$ cat src/rtl/mesi_wr_pkg.sv
// Shared encodings for the MESI write-policy controller.
// Assumes: line states are a 2-bit code fixed by the tag array.
package mesi_wr_pkg;

    // Line state code as stored in the tag array
    localparam logic [1:0] LS_I = 2'b00;
    localparam logic [1:0] LS_S = 2'b01;
    localparam logic [1:0] LS_E = 2'b10;
    localparam logic [1:0] LS_M = 2'b11;

    // Controller sequencing states
    typedef enum logic [1:0] {
        C_IDLE   = 2'd0,
        C_LOOKUP = 2'd1,
        C_BUSWR  = 2'd2,
        C_COMMIT = 2'd3
    } ctl_st_t;

endpackage

$ cat src/rtl/mesi_wr_policy.sv
// Write-policy decision for one line state.
// Does: classifies hit/miss, says whether a write-through cycle is needed,
//       and gives the line state to store after the write.
// Assumes: wbwt is only meaningful for a shared line with pwt clear.
module mesi_wr_policy
    import mesi_wr_pkg::*;
(
    input  logic [1:0] line_st,
    input  logic       pwt,
    input  logic       wbwt,
    output logic       hit,
    output logic       need_wt,
    output logic [1:0] next_st
);

    // Purpose: pure combinational classification of the write
    always_comb begin
        hit     = (line_st != LS_I);
        need_wt = (line_st == LS_I) || (line_st == LS_S);
        case (line_st)
            LS_I:    next_st = LS_I;
            LS_S:    next_st = (!pwt && wbwt) ? LS_E : LS_S;
            default: next_st = LS_M;
        endcase
    end

endmodule

$ cat src/rtl/mesi_wr_seq.sv
// Sequencer and request holding registers for the write-policy controller.
// Does: accepts a request in idle, strobes the lookup, writes the array on a
//       hit, runs the write-through bus cycle, then commits the line state.
// Assumes: lkp_state is valid in the lookup cycle; bus_wbwt is valid with
//          bus_ack; the decision inputs come from mesi_wr_policy instances.
module mesi_wr_seq
    import mesi_wr_pkg::*;
#(
    parameter int ADDR_W     = 32,
    parameter int DATA_BYTES = 8,
    localparam int DATA_W    = 8 * DATA_BYTES
) (
    input  logic                  clk,
    input  logic                  rst_n,
    input  logic                  req_valid,
    input  logic [ADDR_W-1:0]     req_addr,
    input  logic [DATA_W-1:0]     req_data,
    input  logic [DATA_BYTES-1:0] req_be,
    input  logic                  req_pwt,
    input  logic [1:0]            lkp_state,
    input  logic                  lk_hit,
    input  logic                  lk_need_wt,
    input  logic [1:0]            cm_next,
    input  logic                  bus_ack,
    input  logic                  bus_wbwt,
    output logic                  busy,
    output logic                  lkp_en,
    output logic [ADDR_W-1:0]     cur_addr,
    output logic [DATA_BYTES-1:0] arr_we,
    output logic [DATA_W-1:0]     arr_data,
    output logic                  bus_req,
    output logic [ADDR_W-1:0]     bus_addr,
    output logic [DATA_W-1:0]     bus_data,
    output logic [DATA_BYTES-1:0] bus_be,
    output logic                  st_we,
    output logic [1:0]            st_new,
    output logic [1:0]            line_q,
    output logic                  pwt_q,
    output logic                  wbwt_q
);

    ctl_st_t               fsm;
    logic [ADDR_W-1:0]     addr_q;
    logic [DATA_W-1:0]     data_q;
    logic [DATA_BYTES-1:0] be_q;

    // Purpose: advance the transaction state
    always_ff @(posedge clk) begin
        if (!rst_n) begin
            fsm <= C_IDLE;
        end else begin
            case (fsm)
                C_IDLE:   if (req_valid) fsm <= C_LOOKUP;
                C_LOOKUP: fsm <= lk_need_wt ? C_BUSWR : C_COMMIT;
                C_BUSWR:  if (bus_ack) fsm <= (line_q == LS_S) ? C_COMMIT : C_IDLE;
                default:  fsm <= C_IDLE;
            endcase
        end
    end

    // Purpose: hold the request, lookup result and sampled wb/wt for the transaction
    always_ff @(posedge clk) begin
        if (!rst_n) begin
            addr_q <= '0;
            data_q <= '0;
            be_q   <= '0;
            pwt_q  <= 1'b0;
            line_q <= LS_I;
            wbwt_q <= 1'b0;
        end else begin
            if (fsm == C_IDLE && req_valid) begin
                addr_q <= req_addr;
                data_q <= req_data;
                be_q   <= req_be;
                pwt_q  <= req_pwt;
            end
            if (fsm == C_LOOKUP) line_q <= lkp_state;
            if (fsm == C_BUSWR && bus_ack) wbwt_q <= bus_wbwt;
        end
    end

    // Purpose: decode outputs from the sequencing state and held request
    always_comb begin
        busy     = (fsm != C_IDLE);
        lkp_en   = (fsm == C_LOOKUP);
        cur_addr = addr_q;
        arr_we   = (fsm == C_LOOKUP && lk_hit) ? be_q : '0;
        arr_data = data_q;
        bus_req  = (fsm == C_BUSWR);
        bus_addr = addr_q;
        bus_data = data_q;
        bus_be   = be_q;
        st_we    = (fsm == C_COMMIT);
        st_new   = cm_next;
    end

    // ---- assertions guarding the sequencing ----
    p_miss_no_arr_r2: assert property (@(posedge clk) disable iff (!rst_n)
        (lkp_en && lkp_state == LS_I) |-> (arr_we == '0));

    p_em_no_bus_r4: assert property (@(posedge clk) disable iff (!rst_n)
        (lkp_en && lkp_state[1]) |=> (!bus_req && st_we && st_new == LS_M));

    p_pwt_keeps_s_r5: assert property (@(posedge clk) disable iff (!rst_n)
        (st_we && line_q == LS_S && pwt_q) |-> (st_new == LS_S));

    p_s_after_ack_r7: assert property (@(posedge clk) disable iff (!rst_n)
        (bus_req && bus_ack && line_q == LS_S) |=> st_we);

    p_st_pulse_r7: assert property (@(posedge clk) disable iff (!rst_n)
        st_we |=> !st_we);

    p_hold_req_r10: assert property (@(posedge clk) disable iff (!rst_n)
        busy |=> ($stable(bus_addr) && $stable(bus_data) && $stable(bus_be)));

    p_bus_held_r2: assert property (@(posedge clk) disable iff (!rst_n)
        (bus_req && !bus_ack) |=> bus_req);

endmodule

$ cat src/rtl/mesi_wr_ctrl.sv
// Top of the MESI write-policy controller.
// Does: wires the lookup-time and commit-time policy decisions to the
//       sequencer. Page cache-disable, cacheable indication and debug mode
//       are accepted but do not alter write handling.
// Assumes: one outstanding write; external tag array, data array and bus.
module mesi_wr_ctrl
    import mesi_wr_pkg::*;
#(
    parameter int ADDR_W     = 32,
    parameter int DATA_BYTES = 8,
    localparam int DATA_W    = 8 * DATA_BYTES
) (
    input  logic                  clk,
    input  logic                  rst_n,
    input  logic                  req_valid,
    input  logic [ADDR_W-1:0]     req_addr,
    input  logic [DATA_W-1:0]     req_data,
    input  logic [DATA_BYTES-1:0] req_be,
    input  logic                  req_pwt,
    input  logic                  req_pcd,
    input  logic                  req_cacheable,
    input  logic                  dbg_mode,
    output logic                  busy,
    output logic                  lkp_en,
    output logic [ADDR_W-1:0]     cur_addr,
    input  logic [1:0]            lkp_state,
    output logic [DATA_BYTES-1:0] arr_we,
    output logic [DATA_W-1:0]     arr_data,
    output logic                  bus_req,
    output logic [ADDR_W-1:0]     bus_addr,
    output logic [DATA_W-1:0]     bus_data,
    output logic [DATA_BYTES-1:0] bus_be,
    input  logic                  bus_ack,
    input  logic                  bus_wbwt,
    output logic                  st_we,
    output logic [1:0]            st_new
);

    logic       lk_hit, lk_need_wt;
    logic [1:0] lk_next;
    logic       cm_hit, cm_need_wt;
    logic [1:0] cm_next;
    logic [1:0] line_q;
    logic       pwt_q, wbwt_q;
    logic       unused_attr;

    // Purpose: attributes with no bearing on writes, gathered so they stay visible
    assign unused_attr = ^{req_pcd, req_cacheable, dbg_mode, lk_next, cm_hit, cm_need_wt};

    // Lookup-time decision on the live tag result
    mesi_wr_policy u_lk_policy (
        .line_st (lkp_state),
        .pwt     (req_pwt),
        .wbwt    (1'b0),
        .hit     (lk_hit),
        .need_wt (lk_need_wt),
        .next_st (lk_next)
    );

    // Commit-time decision on held state, attribute and sampled wb/wt
    mesi_wr_policy u_cm_policy (
        .line_st (line_q),
        .pwt     (pwt_q),
        .wbwt    (wbwt_q),
        .hit     (cm_hit),
        .need_wt (cm_need_wt),
        .next_st (cm_next)
    );

    mesi_wr_seq #(
        .ADDR_W     (ADDR_W),
        .DATA_BYTES (DATA_BYTES)
    ) u_seq (
        .clk        (clk),
        .rst_n      (rst_n),
        .req_valid  (req_valid),
        .req_addr   (req_addr),
        .req_data   (req_data),
        .req_be     (req_be),
        .req_pwt    (req_pwt),
        .lkp_state  (lkp_state),
        .lk_hit     (lk_hit),
        .lk_need_wt (lk_need_wt),
        .cm_next    (cm_next),
        .bus_ack    (bus_ack),
        .bus_wbwt   (bus_wbwt),
        .busy       (busy),
        .lkp_en     (lkp_en),
        .cur_addr   (cur_addr),
        .arr_we     (arr_we),
        .arr_data   (arr_data),
        .bus_req    (bus_req),
        .bus_addr   (bus_addr),
        .bus_data   (bus_data),
        .bus_be     (bus_be),
        .st_we      (st_we),
        .st_new     (st_new),
        .line_q     (line_q),
        .pwt_q      (pwt_q),
        .wbwt_q     (wbwt_q)
    );

    p_reset_idle_r9: assert property (@(posedge clk)
        !rst_n |=> (!busy && !bus_req && !st_we && arr_we == '0));

endmodule

$ cat config.mk
export PLATFORM = sky130hd
export DESIGN_NAME = mesi_wr_ctrl
export DESIGN_NICKNAME = d
export VERILOG_FILES = /design/src/rtl/mesi_wr_pkg.sv /design/src/rtl/mesi_wr_policy.sv /design/src/rtl/mesi_wr_seq.sv /design/src/rtl/mesi_wr_ctrl.sv
export SDC_FILE = /design/constraint.sdc
export NUM_CORES = 1
export LEC_CHECK = 0
export BUFFER_PORTS_ARGS = -buffer_cell sky130_fd_sc_hd__buf_2
export CAP_MARGIN = 20
export CORE_AREA = 3 3 126 128
export CTS_CLUSTER_DIAMETER = 30
export DETAILED_ROUTE_END_ITERATION = 8
export DIE_AREA = 0 0 129 131
export GPL_ROUTABILITY_DRIVEN = 0
export PLACE_DENSITY = 0.77
export SLEW_MARGIN = 20
export SYNTH_ARGS = -nofsm -noshare
export SYNTH_HDL_FRONTEND = slang
export SYNTH_HIERARCHICAL = 1
export SYNTH_SLANG_ARGS = --single-unit
$ cat constraint.sdc
create_clock -name clk -period 1.1 [get_ports clk]
set_input_delay 0.22 -clock clk [delete_from_list [all_inputs] [get_ports clk]]
set_output_delay 0.22 -clock clk [all_outputs]
set_load 0.01 [all_outputs]
==> results of run 1 <==
## layer usage
| layer | part of all wire [%] | global-route usage, % | up-vias |
|---|---|---|---|
| met3 | 6.7 | 4.35 | 12 |
| met5 | 0 | 0 | - |
| met4 | 1.4 | 4.57 | 0 |
| met2 | 53 | 30.2 | 222 |
| met1 | 39 | 19.7 | 2357 |
| li1 | - | - | 2474 |
## worst max-delay path, cell delays in order (launching register included)
cell and delay, ps:
dfxtp_4 360, and2b_4 290, and3_4 190, buf_6 100
## where the power goes
| part | switching (µW) | total, µW | internal, µW |
|---|---|---|---|
| logic | 1600 | 3330 | 1740 |
| clock network | 1520 | 3440 | 1910 |
| registers | 273 | 4650 | 4370 |
| total | 3390 | 11400 | 8020 |
## sequential cells by signal, summed over array words and instances, names as in the netlist
signal	flops
u_seq/bus_addr	32
u_seq/bus_be	8
u_seq/line_q	2
u_seq/arr_data	64
u_seq/pwt_q	1
u_seq/fsm	2
u_seq/wbwt_q	1
## worst paths after layout
check | startpoint | endpoint | slack, ps | cells past startpoint
worst max-delay path | u_seq/fsm[1] | arr_we[7] | -400 | 3
worst min register to register | u_seq/bus_addr[27] | u_seq/bus_addr[27] | 460 | 2
worst min-delay path | req_addr[22] | u_seq/bus_addr[22] | 90 | 3
worst max register to register | u_seq/fsm[1] | u_seq/arr_data[46] | -380 | 8
## layout make-up
type	instances	area, µm²	area share [%]
well taps	188	235	2.91
flip-flops and latches	110	2340	29.0
clock inverters	5	65.1	0.805
clock buffers	11	253	3.13
multi-input cells	348	2230	27.6
repair buffers	403	2930	36.3
inverters	4	15.0	0.186
## stage by stage
stage	power (µW)	utilization [%]
final	11400	53.9
after global routing	12000	53.9
after CTS	11300	51.0
after detailed placement	6840	41.1
after global placement	6810	41.1
after floorplan	6210	-
## repair_timing
item	in CTS	in global routing
endpoints found under the setup margin	155	274
buffers inserted	21	9
gates cloned	17	2
pin swaps	69	42
hold buffers	0	0
resized for setup	180	172
==> impl_metrics.env, run 1 <==
export IMPL_status="finished, violations left"
export IMPL_failed_checks="setup timing"
export IMPL_required_ps=880
export IMPL_firstDrtPassIters=4
export IMPL_cts_root_buf="clkbuf_16"
export IMPL_min_period_over_period_pct=136
export IMPL_holdWs_ps=88.5
export IMPL_layoutNonFillerInstCount=1069
export IMPL_setup_violations=123
export IMPL_grt_pass1_wl_um=22200
export IMPL_dieArea_um2=16900
export IMPL_synth_cells=607
export IMPL_peakVddDrop_v=0.000869
export IMPL_grt_pass1_vias=4408
export IMPL_cts_tree="built"
export IMPL_fillCellCount=1274
export IMPL_area_growth_pct=62.9
export IMPL_clk_latency_ps=350
export IMPL_antenna_cells=0
export IMPL_grt_total_usage_pct=16.8
export IMPL_row_count=45
export IMPL_routed_wl_um=16000
export IMPL_ios=329
export IMPL_placed_area_um2=6160
export IMPL_grt_overflow=0
export IMPL_drt_initial_drc_count=204
export IMPL_cap_violations=0
export IMPL_path_class="flop to output port"
export IMPL_relSlewSlack_pct=79.7
export IMPL_final_common_cell="buf_2"
export IMPL_drive_gt1_share_pct=72.5
export IMPL_dp_cells=1016
export IMPL_die_w_um=129
export IMPL_max_clock_freq_mhz=668
export IMPL_hold_path_class="input port to flop"
export IMPL_post_drt_wl_per_cell_um=15.0
export IMPL_port_buffer_count=325
export IMPL_via_per_inst=4.74
export IMPL_start_util_pct=33.1
export IMPL_dp_hpwl_um=10300
export IMPL_worstSetupStartpointType="flop"
export IMPL_finalNetCount=991
export IMPL_num_vias=5065
export IMPL_cts_made_buffers=9
export IMPL_drc=0
export IMPL_ys_warn_count=6
export IMPL_grt_max_degree=40
export IMPL_design_area_um2=8080
export IMPL_clkSinkCount=110
export IMPL_cp_max_fo=5
export IMPL_core_area_um2=15000
export IMPL_layout_setup_ws_ps=-398
export IMPL_h_tree_depth=3
export IMPL_final_max_slew_violation_count=0
export IMPL_avgSynthCellArea_um2=8.17
export IMPL_final_cell_mix="buf_2, nand2_1, dfxtp_2"
export IMPL_rsz0062_at_grt="yes"
export IMPL_synth_fp_nets=722
export IMPL_finalHoldViolCount=0
export IMPL_path_clk_slew_ps=70
export IMPL_powerDensity_nw_per_um2=1410
export IMPL_die_h_um=131
export IMPL_synth_cell_area_um2=4960
export IMPL_arrival_ps=1280
export IMPL_fin_crit_ps=1500
export IMPL_antenna_found_initial=1
export IMPL_dp_slack_ps=-127
export IMPL_worstMarginPinSlew_ps=303
export IMPL_clockBufferDepth=2
export IMPL_fin_worst_skew_ps=12.8
export IMPL_ant_nets=0
export IMPL_finalSetupTns_ps=-33670
export IMPL_power_leakage_uw=0.00383
export IMPL_cp_end_kind="output port"
Power figures use the tool's default switching activity.
==> run 2: changes to the inputs <==
--- a/config.mk
+++ b/config.mk
@@ -6,12 +6,12 @@
 export NUM_CORES = 1
 export LEC_CHECK = 0
-export BUFFER_PORTS_ARGS = -buffer_cell sky130_fd_sc_hd__buf_2
 export CAP_MARGIN = 20
-export CORE_AREA = 3 3 126 128
+export CORE_AREA = 3 3 127 129
 export CTS_CLUSTER_DIAMETER = 30
 export DETAILED_ROUTE_END_ITERATION = 8
-export DIE_AREA = 0 0 129 131
+export DIE_AREA = 0 0 130 132
+export DONT_BUFFER_PORTS = 1
 export GPL_ROUTABILITY_DRIVEN = 0
-export PLACE_DENSITY = 0.77
+export PLACE_DENSITY = 0.57
 export SLEW_MARGIN = 20
 export SYNTH_ARGS = -nofsm -noshare
==> constraint.sdc (replaced) <==
create_clock -name clk -period 1.1 [get_ports clk]
set_input_delay 0.22 -clock clk [delete_from_list [all_inputs] [get_ports clk]]
set_output_delay 0.22 -clock clk [all_outputs]
set_load 0.1 [all_outputs]
==> run 2 against run 1 <==
  * The flow still finishes with violations (setup timing)
  * Register-to-register slack got worse by 110 ps
  * Setup slack got worse by 97 ps
  * Via count is 7.0% lower
  * Utilization rose by 9.7 points
  * Routed wire length up 9.3%
  * First-iteration DRC count down 14%
  * Non-clock buffer count shrank 134
  * Global-route usage up 2.0 points
  * Flip-flop and latch count unchanged
  * Maximum frequency is 6.1% lower
  * Critical path type is now flop to flop
  * Largest cell class unchanged
  * Largest power group is now combinational cells
==> impl_metrics.env, run 2 (same netlist as run 1, synthesis figures left out) <==
export IMPL_required_ps=1360
export IMPL_ant_nets=0
export IMPL_largest_register_ffs=64
export IMPL_fillCellCount=1012
export IMPL_cts_made_buffers=9
export IMPL_antenna_cells=0
export IMPL_start_util_pct=32.7
export IMPL_grt_total_usage_pct=18.8
export IMPL_die_h_um=132
export IMPL_dp_hpwl_um=9530
export IMPL_setup_violations=322
export IMPL_port_buffer_count=0
export IMPL_num_vias=4711
export IMPL_drt_initial_drc_count=175
export IMPL_reg2reg_from="u_seq/fsm[1]"
export IMPL_max_clock_freq_mhz=627
export IMPL_clkSinkCount=110
export IMPL_fin_crit_ps=1590
export IMPL_timing_rr_end="u_seq/arr_data[4]"
export IMPL_failed_checks="setup timing"
export IMPL_cap_violations=0
export IMPL_cp_end_kind="flop"
export IMPL_die_w_um=130
export IMPL_row_count=45
export IMPL_rsz0062_at_grt="yes"
export IMPL_grt_overflow=0
export IMPL_dp_cells=786
export IMPL_final_cell_mix="buf_12, nand2_1, dfxtp_4"
export IMPL_drc=0
export IMPL_clockBufferDepth=2
export IMPL_rrSetupSlack_ps=-490
export IMPL_hold_path_class="input port to flop"
export IMPL_peakVddDrop_v=0.00108
export IMPL_drive_gt1_share_pct=50.5
export IMPL_cts_tree="built"
export IMPL_worstSetupStartpoint="u_seq/fsm[1]"
export IMPL_routed_wl_um=17500
export IMPL_area_growth_pct=94.4
export IMPL_core_area_um2=15100
export IMPL_grt_pass1_wl_um=25400
export IMPL_firstDrtPassIters=5
export IMPL_path_clk_slew_ps=70
export IMPL_cp_max_fo=6
export IMPL_via_per_inst=5.04
export IMPL_h_tree_depth=3
export IMPL_fin_worst_skew_ps=11.1
export IMPL_grt_max_degree=217
export IMPL_min_period_over_period_pct=145
export IMPL_p_total_uw=16400
export IMPL_clk_latency_ps=340
export IMPL_critPathCapture="u_seq/arr_data[4]"
export IMPL_power_leakage_uw=0.00365
export IMPL_arrival_ps=1850
export IMPL_layoutNonFillerInstCount=935
export IMPL_cts_root_buf="clkbuf_16"
export IMPL_powerDensity_nw_per_um2=1700
export IMPL_worstMarginPinSlew_ps=306
export IMPL_relSlewSlack_pct=79.5
export IMPL_status="finished, violations left"
export IMPL_final_max_slew_violation_count=0
export IMPL_antenna_found_initial=0
export IMPL_dieArea_um2=17200
export IMPL_path_class="flop to flop"
export IMPL_r2r_cells=9
export IMPL_final_common_cell="buf_12"
export IMPL_grt_pass1_vias=4774
export IMPL_worstSetupStartpointType="flop"
export IMPL_layout_setup_ws_ps=-495
export IMPL_post_drt_wl_per_cell_um=18.8
export IMPL_finalNetCount=857
export IMPL_finalHoldViolCount=0
export IMPL_ios=329
-- run 2: worst min-delay path by stage --
stage	slack [ps]	from	cells past startpoint	endpoint
global route	3	req_data[25]	2	u_seq/arr_data[25]
detailed placement	360	req_data[38]	2	u_seq/arr_data[38]
global placement	350	req_data[46]	2	u_seq/arr_data[46]
CTS	0.1	req_data[63]	2	u_seq/arr_data[63]
finish	6	req_addr[1]	2	u_seq/bus_addr[1]
floorplan	350	req_data[0]	2	u_seq/arr_data[0]
-- run 2: final cells by class --
class                           count  area [µm²]  share of cell area [%]
Timing Repair Buffer              269        4580                    47.5
Clock inverter                      6        38.8                   0.402
Inverter                            4        15.0                   0.156
Clock buffer                       10         229                    2.37
Multi-Input combinational cell    348        1960                    20.3
Tap cell                          188         235                    2.44
Sequential cell                   110        2580                    26.8
-- run 2: report_power, final --
part,leakage [µW],internal [µW],switching [µW]
logic,0.00254,2910,5850
registers,0.000975,4310,386
clock network,0.000131,1530,1430
-- run 2: repair_timing --
action | 4_1_cts | 5_1_grt
cloned | 22 | 4
hold endpoints to repair | 67 | 7
setup buffers | 22 | 15
setup endpoints to repair | 319 | 323
gates resized for setup | 87 | 131
pin swaps | 8 | 3
hold buffers | 68 | 7
-- run 2: per-stage QoR --
| step | hold WS (ps) | setup TNS (ps) | setup WS [ps] | utilization (%) | cell area [µm²] |
|---|---|---|---|---|---|
| detailed placement | 358 | -13190 | -220 | 46.8 | 7080 |
| finish | 5.73 | -62150 | -495 | 63.7 | 9640 |
| global placement | 353 | -10820 | -172 | 46.8 | 7080 |
| floorplan | 349 | -12740 | -322 | - | 5410 |
| global route | 2.81 | -77840 | -573 | 63.7 | 9640 |
| CTS | 0.149 | -64140 | -505 | 59.6 | 9030 |
-- run 2: worst max-delay path: stages (launching register included) --
cell and delay (ps):
dfxtp_4 350, buf_4 150, nor3b_4 220, buf_4 160, buf_12 120, buf_12 100
buf_12 120, buf_16 110, nand3_1 70, o21ai_1 100
-- run 2: per-layer routing --
layer / GRT usage [%] / vias to the layer above / routed length, µm / part of all wire [%]
met5: 0 / - / 0 / 0
met4: 8.43 / 0 / 544 / 3.1
met3: 5.43 / 47 / 1360 / 7.8
met2: 35.0 / 279 / 9760 / 56
met1: 19.0 / 2180 / 5870 / 33
li1: - / 2205 / - / -
==> run 3: changes to the inputs <==
--- a/config.mk
+++ b/config.mk
@@ -12,5 +12,4 @@
 export DIE_AREA = 0 0 130 132
 export DONT_BUFFER_PORTS = 1
-export GPL_ROUTABILITY_DRIVEN = 0
 export PLACE_DENSITY = 0.57
 export SLEW_MARGIN = 20
==> constraint.sdc (replaced) <==
create_clock -name clk -period 1.1 [get_ports clk]
set_input_delay 0.055 -clock clk [delete_from_list [all_inputs] [get_ports clk]]
set_output_delay 0.055 -clock clk [all_outputs]
set_load 0.1 [all_outputs]
==> run 3 against run 2 <==
  * The flow finishes with violations (hold timing, setup timing)
  * Sequential share of layout area barely moved
  * Global-route usage shrank 1.6 points
  * Flip-flop and latch count unchanged
  * Clock power rose by 2%
  * Sequential power increased by 1%
  * Largest cell class unchanged
  * Die area stayed put
  * Routed wire length is 7.8% lower
  * Register-to-register slack better by 160 ps
  * Critical endpoint is now arr_we[1]
  * Critical path type is now flop to output port
  * Hold slack lost 150 ps
  * Non-clock buffer count increased by 5
==> impl_metrics.env, run 3 (same netlist as run 1, synthesis figures left out) <==
export IMPL_required_ps=1040
export IMPL_worstSetupStartpointType="flop"
export IMPL_port_buffer_count=0
export IMPL_rsz0062_at_grt="yes"
export IMPL_ant_nets=0
export IMPL_cts_tree="built"
export IMPL_via_per_inst=4.97
export IMPL_path_clk_slew_ps=80
export IMPL_cp_max_fo=5
export IMPL_drive_gt1_share_pct=46.0
export IMPL_failed_checks="hold timing, setup timing"
export IMPL_finalHoldViolCount=79
export IMPL_slowest_stage="dfxtp_4"
export IMPL_path_class="flop to output port"
export IMPL_drc=0
export IMPL_cp_end_kind="output port"
export IMPL_crit_cells=3
export IMPL_clockBufferDepth=2
export IMPL_p_total_uw=15600
export IMPL_antenna_found_initial=0
export IMPL_gp_congestion=0.774
export IMPL_grt_max_degree=217
export IMPL_crit_chain="and2b_4 -> and3_4 -> buf_12"
export IMPL_num_vias=4672
export IMPL_die_h_um=132
export IMPL_timing_rr_end="u_seq/arr_data[37]"
export IMPL_grt_pass1_wl_um=23600
export IMPL_status="finished, violations left"
export IMPL_critPathCapture="arr_we[1]"
export IMPL_cts_made_buffers=9
export IMPL_finalNetCount=862
export IMPL_final_common_cell="buf_12"
export IMPL_worstSetupStartpoint="u_seq/fsm[1]"
export IMPL_powerDensity_nw_per_um2=1790
export IMPL_dp_hpwl_um=9690
export IMPL_peakVddDrop_v=0.000913
export IMPL_grt_pass1_vias=4588
export IMPL_ios=329
export IMPL_power_leakage_uw=0.00333
export IMPL_min_from="rst_n"
export IMPL_relSlewSlack_pct=74.6
export IMPL_grt_overflow=0
export IMPL_cpPeakStageDelay_ps=360
export IMPL_grt_total_usage_pct=17.2
export IMPL_layout_setup_ws_ps=-344
export IMPL_largest_register_ffs=64
export IMPL_clk_latency_ps=340
export IMPL_arrival_ps=1390
export IMPL_rrSetupSlack_ps=-330
export IMPL_holdWs_ps=-141
export IMPL_hold_path_class="input port to flop"
export IMPL_final_util_pct=57.7
export IMPL_worstMarginPinSlew_ps=380
export IMPL_dieArea_um2=17200
export IMPL_area_growth_pct=76.4
export IMPL_reg2reg_from="u_seq/fsm[1]"
export IMPL_cap_violations=0
export IMPL_routed_wl_um=16200
export IMPL_drt_initial_drc_count=201
export IMPL_die_w_um=130
export IMPL_min_period_over_period_pct=131
export IMPL_h_tree_depth=3
export IMPL_cp_top_family="simple AND/OR/NAND/NOR gates"
export IMPL_max_clock_freq_mhz=692
export IMPL_final_max_slew_violation_count=0
export IMPL_firstDrtPassIters=6
export IMPL_core_area_um2=15100
export IMPL_fin_crit_ps=1440
export IMPL_post_drt_wl_per_cell_um=17.2
export IMPL_r2r_cells=7
export IMPL_clkSinkCount=110
export IMPL_row_count=45
export IMPL_final_cell_mix="buf_12, dlygate4sd3_1, nand2_1"
export IMPL_antenna_cells=0
export IMPL_setup_violations=122
export IMPL_start_util_pct=32.7
export IMPL_fin_worst_skew_ps=12.0
export IMPL_cts_root_buf="clkbuf_16"
export IMPL_critPathBufInv=1
run 3: cell count changes in the layout (fill, tap and decap cells not counted), moves of 15 or more:
cell,change
dlygate4sd3_1,+35
buf_4,+15
dfxtp_2,+98
dfxtp_4,-97
o21ai_0,+17
buf_16,-31
run 3: worst register-to-register path: cells and delay by family, from the launching register on:
family,cells,cell delay [ps]
flops,1,360
compound gates,1,100
simple gates,2,340
buf+inv,4,540
run 3: area by class of cell:
class	instances	area, µm²
Fill cell	1184	6400
Timing Repair Buffer	274	3930
Sequential cell	110	2340
Multi-Input combinational cell	348	1950
Clock buffer	12	236
Tap cell	188	235
Clock inverter	4	31.3
Inverter	4	17.5
run 3: worst min path at each step:
stage                                     to  depth (start not counted)
after detailed placement  u_seq/bus_addr[11]                          2
after floorplan            u_seq/arr_data[0]                          2
final                     u_seq/arr_data[16]                          2
after CTS                 u_seq/arr_data[28]                          2
after global placement    u_seq/arr_data[37]                          2
after global routing      u_seq/arr_data[16]                          2
run 3: routing by layer:
metal	track usage [%]	wire [µm]
met5	0	0
met4	6.24	447
met3	4.05	1100
met2	33.1	8920
met1	17.8	5690
run 3: repair_timing:
action                                  4_1_cts  5_1_grt
gates resized for setup                      91       63
hold endpoints to repair                    110      110
cloned                                        8        5
pin swaps                                    13       19
buffers inserted                              9       10
endpoints found under the setup margin      122      123
hold buffers                                108        2
run 3: power by group:
part / total (µW) / internal, µW / switching [µW]
clock: 3010 / 1550 / 1460
sequential: 4740 / 4390 / 351
combinational: 7890 / 2210 / 5680
run 3: through the flow:
| stage | setup slack [ps] | instances | TNS [ps] | cell area (µm²) |
|---|---|---|---|---|
| after floorplan | -188 | 607 | -11420 | 5160 |
| after global placement | -115 | 792 | -4160 | 6720 |
| after detailed placement | -136 | 792 | -8280 | 6720 |
| after CTS | -347 | 933 | -33120 | 8560 |
| after global routing | -395 | 940 | -39610 | 8740 |
| final | -344 | 940 | -30870 | 8740 |
